==> config.mk <==
export PLATFORM = sky130hd
export DESIGN_NAME = sap_top
export DESIGN_NICKNAME = d
export VERILOG_FILES = /design/src/rtl/sap_pkg.sv /design/src/rtl/sap_front.sv /design/src/rtl/sap_timer.sv /design/src/rtl/sap_rx.sv /design/src/rtl/sap_tx.sv /design/src/rtl/sap_top.sv
export SDC_FILE = /design/constraint.sdc
export NUM_CORES = 1
export LEC_CHECK = 0
export BUFFER_PORTS_ARGS = -buffer_cell sky130_fd_sc_hd__buf_4
export CAP_MARGIN = 40
export CORE_ASPECT_RATIO = 1.4
export CORE_UTILIZATION = 53
export CTS_CLUSTER_DIAMETER = 30
export CTS_CLUSTER_SIZE = 8
export DETAILED_ROUTE_END_ITERATION = 12
export PLACE_DENSITY_LB_ADDON = 0.08
export SYNTH_ARGS = -nofsm -noshare
export SYNTH_HDL_FRONTEND = slang
export SYNTH_SLANG_ARGS = --single-unit
==> constraint.sdc <==
create_clock -name clk -period 4.8 [get_ports clk]
set_input_delay 0.48 -clock clk [delete_from_list [all_inputs] [get_ports clk]]
set_output_delay 0.48 -clock clk [all_outputs]
set_load 0.01 [all_outputs]
==> src/rtl/sap_pkg.sv <==
package sap_pkg;

  localparam int WORD_W   = 24;
  localparam int SLOT_LEN = 32;
  localparam int IDX_W    = $clog2(SLOT_LEN);
  localparam int POS_W    = $clog2(WORD_W);

  localparam logic [1:0] FMT_I2S = 2'd0;
  localparam logic [1:0] FMT_LJ  = 2'd1;
  localparam logic [1:0] FMT_RJ  = 2'd2;

  // number of sample bits for a word-length code
  function automatic logic [6:0] wl_bits(input logic [1:0] wl);
    case (wl)
      2'd0:    return 7'd16;
      2'd1:    return 7'd18;
      2'd2:    return 7'd20;
      default: return 7'd24;
    endcase
  endfunction

  // slot period that carries the MSB
  function automatic logic [6:0] slot_start(input logic [1:0] fmt, input logic [1:0] wl);
    case (fmt)
      FMT_I2S: return 7'd1;
      FMT_RJ:  return 7'(SLOT_LEN) - wl_bits(wl);
      default: return 7'd0;
    endcase
  endfunction

  function automatic logic is_left(input logic [1:0] fmt, input logic lr);
    return (fmt == FMT_I2S) ? ~lr : lr;
  endfunction

  function automatic logic in_word(input logic [IDX_W-1:0] idx, input logic [1:0] fmt,
                                   input logic [1:0] wl);
    logic [6:0] i7;
    i7 = 7'(idx);
    return (i7 >= slot_start(fmt, wl)) && (i7 < slot_start(fmt, wl) + wl_bits(wl));
  endfunction

  function automatic logic last_bit(input logic [IDX_W-1:0] idx, input logic [1:0] fmt,
                                    input logic [1:0] wl);
    return 7'(idx) == slot_start(fmt, wl) + wl_bits(wl) - 7'd1;
  endfunction

  // position inside the 24-bit word for a slot period within the sample
  function automatic logic [POS_W-1:0] bit_pos(input logic [IDX_W-1:0] idx, input logic [1:0] fmt,
                                               input logic [1:0] wl);
    logic [6:0] p;
    p = 7'(WORD_W - 1) - (7'(idx) - slot_start(fmt, wl));
    return p[POS_W-1:0];
  endfunction

endpackage

==> src/rtl/sap_front.sv <==
module sap_front #(
  parameter int SYNC_STAGES = 2
) (
  input  logic clk,
  input  logic rst_n,
  input  logic bclk,
  input  logic lrclk,
  input  logic sdin,
  output logic srst_n,
  output logic bclk_rise,
  output logic bclk_fall,
  output logic lr_s,
  output logic din_s
);

  localparam int TOP = SYNC_STAGES - 1;

  logic [1:0]   rst_sh_q;
  logic [TOP:0] bclk_sh_q, lr_sh_q, din_sh_q;
  logic [TOP:0] bclk_sh_d, lr_sh_d, din_sh_d;
  logic         bclk_last_q;

  // reset: asserted at once, released through two flops
  always_ff @(posedge clk or negedge rst_n) begin
    if (!rst_n) rst_sh_q <= 2'b00;
    else        rst_sh_q <= {rst_sh_q[0], 1'b1};
  end
  assign srst_n = rst_sh_q[1];

  always_comb begin
    bclk_sh_d = {bclk_sh_q[TOP-1:0], bclk};
    lr_sh_d   = {lr_sh_q[TOP-1:0], lrclk};
    din_sh_d  = {din_sh_q[TOP-1:0], sdin};
  end

  always_ff @(posedge clk or negedge srst_n) begin
    if (!srst_n) begin
      bclk_sh_q   <= '0;
      lr_sh_q     <= '0;
      din_sh_q    <= '0;
      bclk_last_q <= 1'b0;
    end else begin
      bclk_sh_q   <= bclk_sh_d;
      lr_sh_q     <= lr_sh_d;
      din_sh_q    <= din_sh_d;
      bclk_last_q <= bclk_sh_q[TOP];
    end
  end

  assign bclk_rise = bclk_sh_q[TOP] & ~bclk_last_q;
  assign bclk_fall = ~bclk_sh_q[TOP] & bclk_last_q;
  assign lr_s      = lr_sh_q[TOP];
  assign din_s     = din_sh_q[TOP];

endmodule

==> src/rtl/sap_timer.sv <==
module sap_timer
  import sap_pkg::*;
(
  input  logic             clk,
  input  logic             rst_n,
  input  logic             bclk_rise,
  input  logic             bclk_fall,
  input  logic             lr_s,
  input  logic [1:0]       cfg_fmt,
  input  logic [1:0]       cfg_wl,
  output logic [IDX_W-1:0] idx_nxt,
  output logic             rise_left,
  output logic             fall_left,
  output logic             load,
  output logic             framed,
  output logic [1:0]       act_fmt,
  output logic [1:0]       act_wl,
  output logic [1:0]       use_fmt,
  output logic [1:0]       use_wl
);

  logic [IDX_W-1:0] cnt_q, cnt_d;
  logic             lr_q, lr_d;
  logic             framed_q, framed_d;
  logic [1:0]       fmt_q, fmt_d, wl_q, wl_d;
  logic             new_slot;

  // period index of the period being entered (at a fall) or sampled (at a rise)
  assign new_slot = lr_s ^ lr_q;
  assign idx_nxt  = new_slot ? '0 : cnt_q + {{(IDX_W-1){1'b0}}, 1'b1};
  assign load     = bclk_fall & new_slot & is_left(cfg_fmt, lr_s);

  assign use_fmt   = load ? cfg_fmt : fmt_q;
  assign use_wl    = load ? cfg_wl : wl_q;
  assign fall_left = is_left(use_fmt, lr_s);
  assign rise_left = is_left(fmt_q, lr_s);
  assign act_fmt   = fmt_q;
  assign act_wl    = wl_q;
  assign framed    = framed_q;

  always_comb begin
    cnt_d    = cnt_q;
    lr_d     = lr_q;
    framed_d = framed_q;
    fmt_d    = fmt_q;
    wl_d     = wl_q;
    if (bclk_rise) begin
      cnt_d = idx_nxt;
      lr_d  = lr_s;
    end
    if (load) begin
      framed_d = 1'b1;
      fmt_d    = cfg_fmt;
      wl_d     = cfg_wl;
    end
  end

  always_ff @(posedge clk or negedge rst_n) begin
    if (!rst_n) begin
      cnt_q    <= '0;
      lr_q     <= 1'b0;
      framed_q <= 1'b0;
      fmt_q    <= FMT_LJ;
      wl_q     <= 2'd3;
    end else begin
      cnt_q    <= cnt_d;
      lr_q     <= lr_d;
      framed_q <= framed_d;
      fmt_q    <= fmt_d;
      wl_q     <= wl_d;
    end
  end

endmodule

==> src/rtl/sap_rx.sv <==
module sap_rx
  import sap_pkg::*;
(
  input  logic              clk,
  input  logic              rst_n,
  input  logic              bclk_rise,
  input  logic              din_s,
  input  logic [IDX_W-1:0]  idx,
  input  logic              rise_left,
  input  logic              framed,
  input  logic [1:0]        fmt,
  input  logic [1:0]        wl,
  output logic [WORD_W-1:0] rx_left,
  output logic [WORD_W-1:0] rx_right,
  output logic              rx_valid
);

  logic [WORD_W-1:0] lbuf_q, lbuf_d, rbuf_q, rbuf_d;
  logic [WORD_W-1:0] out_l_q, out_l_d, out_r_q, out_r_d;
  logic [WORD_W-1:0] word_nxt;
  logic              valid_q, valid_d;
  logic              hit, fin;

  assign hit = in_word(idx, fmt, wl);

  always_comb begin
    word_nxt = (idx == '0) ? '0 : (rise_left ? lbuf_q : rbuf_q);
    if (hit) word_nxt[bit_pos(idx, fmt, wl)] = din_s;

    fin     = bclk_rise & framed & ~rise_left & hit & last_bit(idx, fmt, wl);
    lbuf_d  = lbuf_q;
    rbuf_d  = rbuf_q;
    out_l_d = out_l_q;
    out_r_d = out_r_q;
    valid_d = fin;
    if (bclk_rise && framed) begin
      if (rise_left) lbuf_d = word_nxt;
      else           rbuf_d = word_nxt;
    end
    if (fin) begin
      out_l_d = lbuf_q;
      out_r_d = word_nxt;
    end
  end

  always_ff @(posedge clk or negedge rst_n) begin
    if (!rst_n) begin
      lbuf_q  <= '0;
      rbuf_q  <= '0;
      out_l_q <= '0;
      out_r_q <= '0;
      valid_q <= 1'b0;
    end else begin
      lbuf_q  <= lbuf_d;
      rbuf_q  <= rbuf_d;
      out_l_q <= out_l_d;
      out_r_q <= out_r_d;
      valid_q <= valid_d;
    end
  end

  assign rx_left  = out_l_q;
  assign rx_right = out_r_q;
  assign rx_valid = valid_q;

endmodule

==> src/rtl/sap_tx.sv <==
module sap_tx
  import sap_pkg::*;
(
  input  logic              clk,
  input  logic              rst_n,
  input  logic              bclk_fall,
  input  logic              load,
  input  logic              framed,
  input  logic [IDX_W-1:0]  idx,
  input  logic              fall_left,
  input  logic [1:0]        fmt,
  input  logic [1:0]        wl,
  input  logic [WORD_W-1:0] tx_left,
  input  logic [WORD_W-1:0] tx_right,
  output logic              sdout
);

  logic [WORD_W-1:0] hold_l_q, hold_l_d, hold_r_q, hold_r_d;
  logic [WORD_W-1:0] word;
  logic              bit_v;
  logic              sd_q, sd_d;

  always_comb begin
    hold_l_d = hold_l_q;
    hold_r_d = hold_r_q;
    if (load) begin
      hold_l_d = tx_left;
      hold_r_d = tx_right;
    end
    // on the boundary cycle the words being latched are already in use
    word  = fall_left ? hold_l_d : hold_r_d;
    bit_v = in_word(idx, fmt, wl) ? word[bit_pos(idx, fmt, wl)] : 1'b0;
    sd_d  = sd_q;
    if (bclk_fall) sd_d = (framed | load) & bit_v;
  end

  always_ff @(posedge clk or negedge rst_n) begin
    if (!rst_n) begin
      hold_l_q <= '0;
      hold_r_q <= '0;
      sd_q     <= 1'b0;
    end else begin
      hold_l_q <= hold_l_d;
      hold_r_q <= hold_r_d;
      sd_q     <= sd_d;
    end
  end

  assign sdout = sd_q;

endmodule

==> src/rtl/sap_top.sv <==
module sap_top
  import sap_pkg::*;
#(
  parameter int SYNC_STAGES = 2
) (
  input  logic              clk,
  input  logic              rst_n,
  input  logic              bclk,
  input  logic              lrclk,
  input  logic              sdin,
  output logic              sdout,
  input  logic [1:0]        cfg_fmt,
  input  logic [1:0]        cfg_wl,
  input  logic [WORD_W-1:0] tx_left,
  input  logic [WORD_W-1:0] tx_right,
  output logic [WORD_W-1:0] rx_left,
  output logic [WORD_W-1:0] rx_right,
  output logic              rx_valid
);

  logic             srst_n, bclk_rise, bclk_fall, lr_s, din_s;
  logic [IDX_W-1:0] idx_nxt;
  logic             rise_left, fall_left, load, framed;
  logic [1:0]       act_fmt, act_wl, use_fmt, use_wl;

  sap_front #(.SYNC_STAGES(SYNC_STAGES)) u_front (
    .clk(clk), .rst_n(rst_n), .bclk(bclk), .lrclk(lrclk), .sdin(sdin),
    .srst_n(srst_n), .bclk_rise(bclk_rise), .bclk_fall(bclk_fall),
    .lr_s(lr_s), .din_s(din_s)
  );

  sap_timer u_timer (
    .clk(clk), .rst_n(srst_n), .bclk_rise(bclk_rise), .bclk_fall(bclk_fall),
    .lr_s(lr_s), .cfg_fmt(cfg_fmt), .cfg_wl(cfg_wl), .idx_nxt(idx_nxt),
    .rise_left(rise_left), .fall_left(fall_left), .load(load), .framed(framed),
    .act_fmt(act_fmt), .act_wl(act_wl), .use_fmt(use_fmt), .use_wl(use_wl)
  );

  sap_rx u_rx (
    .clk(clk), .rst_n(srst_n), .bclk_rise(bclk_rise), .din_s(din_s),
    .idx(idx_nxt), .rise_left(rise_left), .framed(framed),
    .fmt(act_fmt), .wl(act_wl),
    .rx_left(rx_left), .rx_right(rx_right), .rx_valid(rx_valid)
  );

  sap_tx u_tx (
    .clk(clk), .rst_n(srst_n), .bclk_fall(bclk_fall), .load(load), .framed(framed),
    .idx(idx_nxt), .fall_left(fall_left), .fmt(use_fmt), .wl(use_wl),
    .tx_left(tx_left), .tx_right(tx_right), .sdout(sdout)
  );

endmodule

==> impl_metrics.py <==
metrics = {
    "outcome": {
        "outcome": "completed",
    },
    "synthesis": {
        "ys.flop_type": "dfrtp_1",
        "async_flop_share": 1.000,
        "yosysTopAreaCell": "dfrtp_1",
        "synth_cell_types": 64,
        "synth.avg_cell_area_um2": 8.848,
        "synth-edff-count": 0,
        "synth_top_area_share": 0.4699,
        "ys_ff_latch": 166,
        "synth_top_cells_by_area": "dfrtp_1 47%, nand2_1 15%, ha_1 5.8%, mux2i_1 3.3%, a21oi_1 2.8%",
        "syn-instance-count": 981,
        "syn_area_um2": 8680,
        "synth_seq_area_share": 0.4790,
        "yosysWarnings": 0,
        "syn-num-nets": 1080,
    },
    "final_layout": {
        "layout_common_cells": "348 x nand2_1, 162 x dfrtp_1, 132 x buf_4",
        "area_growth_syn_to_layout_pct": 19.69,
        "diodes": 0,
        "final_common_cell": "nand2_1",
        "final_nets": 1177,
        "drive_above_1_share": 0.1797,
    },
    "routing": {
        "drc": 0,
        "wire_per_inst_um": 15.55,
        "first_pass_iters": 5,
        "drtAntennaViolNets": 0,
        "route.top_layer_used": "met4",
        "met1_length_um": 8173,
        "drt_wl_total_um": 20060,
        "num_vias": 6964,
        "viasPerCell": 5.398,
        "wl_met2_um": 10740,
        "wl_met3_um": 752,
        "drtIter0Drc": 432,
    },
    "clocking": {
        "insertion_delay_ns": 0.42,
        "clock_sinks": 166,
        "htreeDepth": 4,
        "path_clk_slew_ns": 0.06,
        "cts_buffer_depth": 2,
        "hold_buffers": 1,
        "cts_root_buffer": "clkbuf_16",
        "numCtsBuffers": 17,
        "cts-resized-gates": 0,
        "cts_tree": "yes",
        "post_cts.repair.setup_buffers": 0,
    },
    "floorplan": {
        "start_util": 0.5390,
        "rows": 55,
        "die-area_um2": 16900,
        "coreArea_um2": 16100,
        "die_y_um": 153.4,
        "die_x_um": 110.2,
        "io_pins": 107,
    },
    "sta": {
        "timing.final.crit_share": 0.9113,
        "setup_tns_ns": 0,
        "setup_viol": 0,
        "fmax_ghz": 0.2286,
        "skew_ns": 0.006933,
        "rsz0062_at_grt": "false",
        "tightest_slew_ns": 0.9398,
        "finalHoldViolCount": 0,
        "min_period_ns": 4.374,
        "slew_headroom": 0.3735,
        "finalMaxSlewViolations": 0,
        "setup_slack_ns": 0.4258,
    },
    "placement": {
        "dp_hpwl_um": 14090,
        "place_ws_ns": 0.3708,
        "io_buffers": 106,
        "routabilityCongestion": 0.8578,
    },
    "grt": {
        "overflow": 0,
        "antenna_found_initial": 0,
        "grt_pass1_wl_um": 33020,
        "grt_max_degree": 165,
        "grt_pass1_vias": 6766,
        "grt_use_total": 0.2547,
    },
    "pwr": {
        "power_frac_comb": 0.403,
        "p_sw_uw": 2134,
        "p_int_uw": 3620,
        "power.share.switching": 0.3709,
        "power_frac_clock": 0.242,
        "vdd_drop_max_mv": 0.2845,
        "p_leak_uw": 0.005213,
        "sequentialPowerShare": 0.355,
        "powerDensity_nw_per_um2": 553.8,
    },
    "critical_path": {
        "path_max_fanout": 60,
        "worstSetupPathType": "register to register",
        "endpoint_kind": "register",
        "startpoint_type": "register",
        "arrival_ns": 4.66,
        "required_ns": 5.09,
    },
    "hold_path": {
        "holdCritPathClass": "primary input to register",
    },
    "run": {
        "drv_cap": 0,
    },
}
-- worst paths after layout --
path | startpoint | to | slack (ns) | depth (start not counted)
max | u_timer.act_wl[1] | u_rx.rx_right[13] | 0.43 | 16
max in group asynchronous | u_front.rst_sh_q[1] | u_tx.hold_r_q[6] | 3.61 | 1
min reg2reg | u_front.lr_sh_q[0] | u_front.lr_sh_q[1] | 0.35 | 0
min in group asynchronous | rst_n | u_front.rst_sh_q[1] | 0.37 | 2
max reg2reg | u_timer.act_wl[1] | u_rx.rx_right[13] | 0.43 | 16
min | bclk | u_front.bclk_sh_q[0] | 0.16 | 1
-- per-stage QoR --
| stage | power (uW) | area (um2) | instances | hold slack [ns] | util |
|---|---|---|---|---|---|
| 2_1_floorplan | 3649 | 8681 | 981 | 0.1844 | - |
| 3_3_place_gp | 4315 | 9736 | 1255 | 0.2634 | 0.6046 |
| 3_5_place_dp | 4388 | 9766 | 1257 | 0.2639 | 0.6064 |
| 4_1_cts | 5796 | 10390 | 1290 | 0.1423 | 0.6451 |
| 5_1_grt | 6165 | 10390 | 1290 | 0.1407 | 0.6451 |
| 6_report | 5753 | 10390 | 1290 | 0.1587 | 0.6451 |
-- area by class of cell --
type,instances,area (um2)
clock buffer,23,498.0
clock inverter,9,115.1
fill,1447,5714
inverter,19,71.32
multi-input combinational,738,4243
sequential,166,4161
tap,199,249.0
timing repair buffer,136,1051
-- cell usage after synthesis (13+ instances only) --
cell type / n
nand2_1: 348
dfrtp_1: 163
a21oi_1: 48
nor2_1: 44
ha_1: 40
o21ai_0: 36
clkbuf_1: 34
mux2i_1: 29
nand3_1: 21
inv_1: 19
o21ai_1: 17
xnor2_1: 15
buf_2: 13
nor2b_1: 13
-- power by group through the flow --
stage | combinational (uW) | clock [uW] | sequential (uW)
floorplan | 1590 | 0 | 2060
CTS | 2330 | 1420 | 2040
global route | 2590 | 1480 | 2100
detailed placement | 2320 | 0 | 2070
finish | 2320 | 1390 | 2040
global placement | 2260 | 0 | 2050
-- logic make-up (layout without fill, tap and decap cells) --
kind of cell | after synthesis | after routing | share of synthesized area
and+or+nand+nor | 462 | 462 | 0.2226
AOI/OAI and AO/OA | 167 | 167 | 0.1184
DFF | 166 | 166 | 0.4790
buffers and inverters | 77 | 187 | 0.03734
adders and majority gates | 43 | 43 | 0.06343
muxes | 41 | 41 | 0.05290
xor gates and xnor gates | 24 | 24 | 0.02595
other | 1 | 1 | 0.0004320
-- state kept, by name, indices dropped and copies added, names as in the netlist, 5 cells and up --
| signal | cells |
|---|---|
| u_rx.rx_left | 24 |
| u_rx.rx_right | 24 |
| u_rx.rbuf_q | 24 |
| u_tx.hold_l_q | 24 |
| u_timer.cnt_q | 5 |
| u_tx.hold_r_q | 24 |
| u_rx.lbuf_q | 24 |
-- per-layer routing --
metal,global-route usage,up-vias
met3,0.04733,29
met5,0,-
met2,0.4512,172
met1,0.3025,3290
met4,0.09085,0
li1,-,3473
-- critical path: stages, from the launching register on --
cell and delay [ns]:
dfstp_2 0.55, inv_1 0.08, ha_1 0.22, and2_1 0.18
ha_1 0.20, fa_1 0.37, xnor2_1 0.15, xnor2_1 0.33
inv_1 0.08, ha_1 0.27, o21ai_0 0.07, a211oi_1 0.15
or2_2 0.37, or4_2 0.65, buf_4 0.33, nand2_1 0.14
o21ai_1 0.07
No activity file was read; power rests on OpenSTA's default activity.
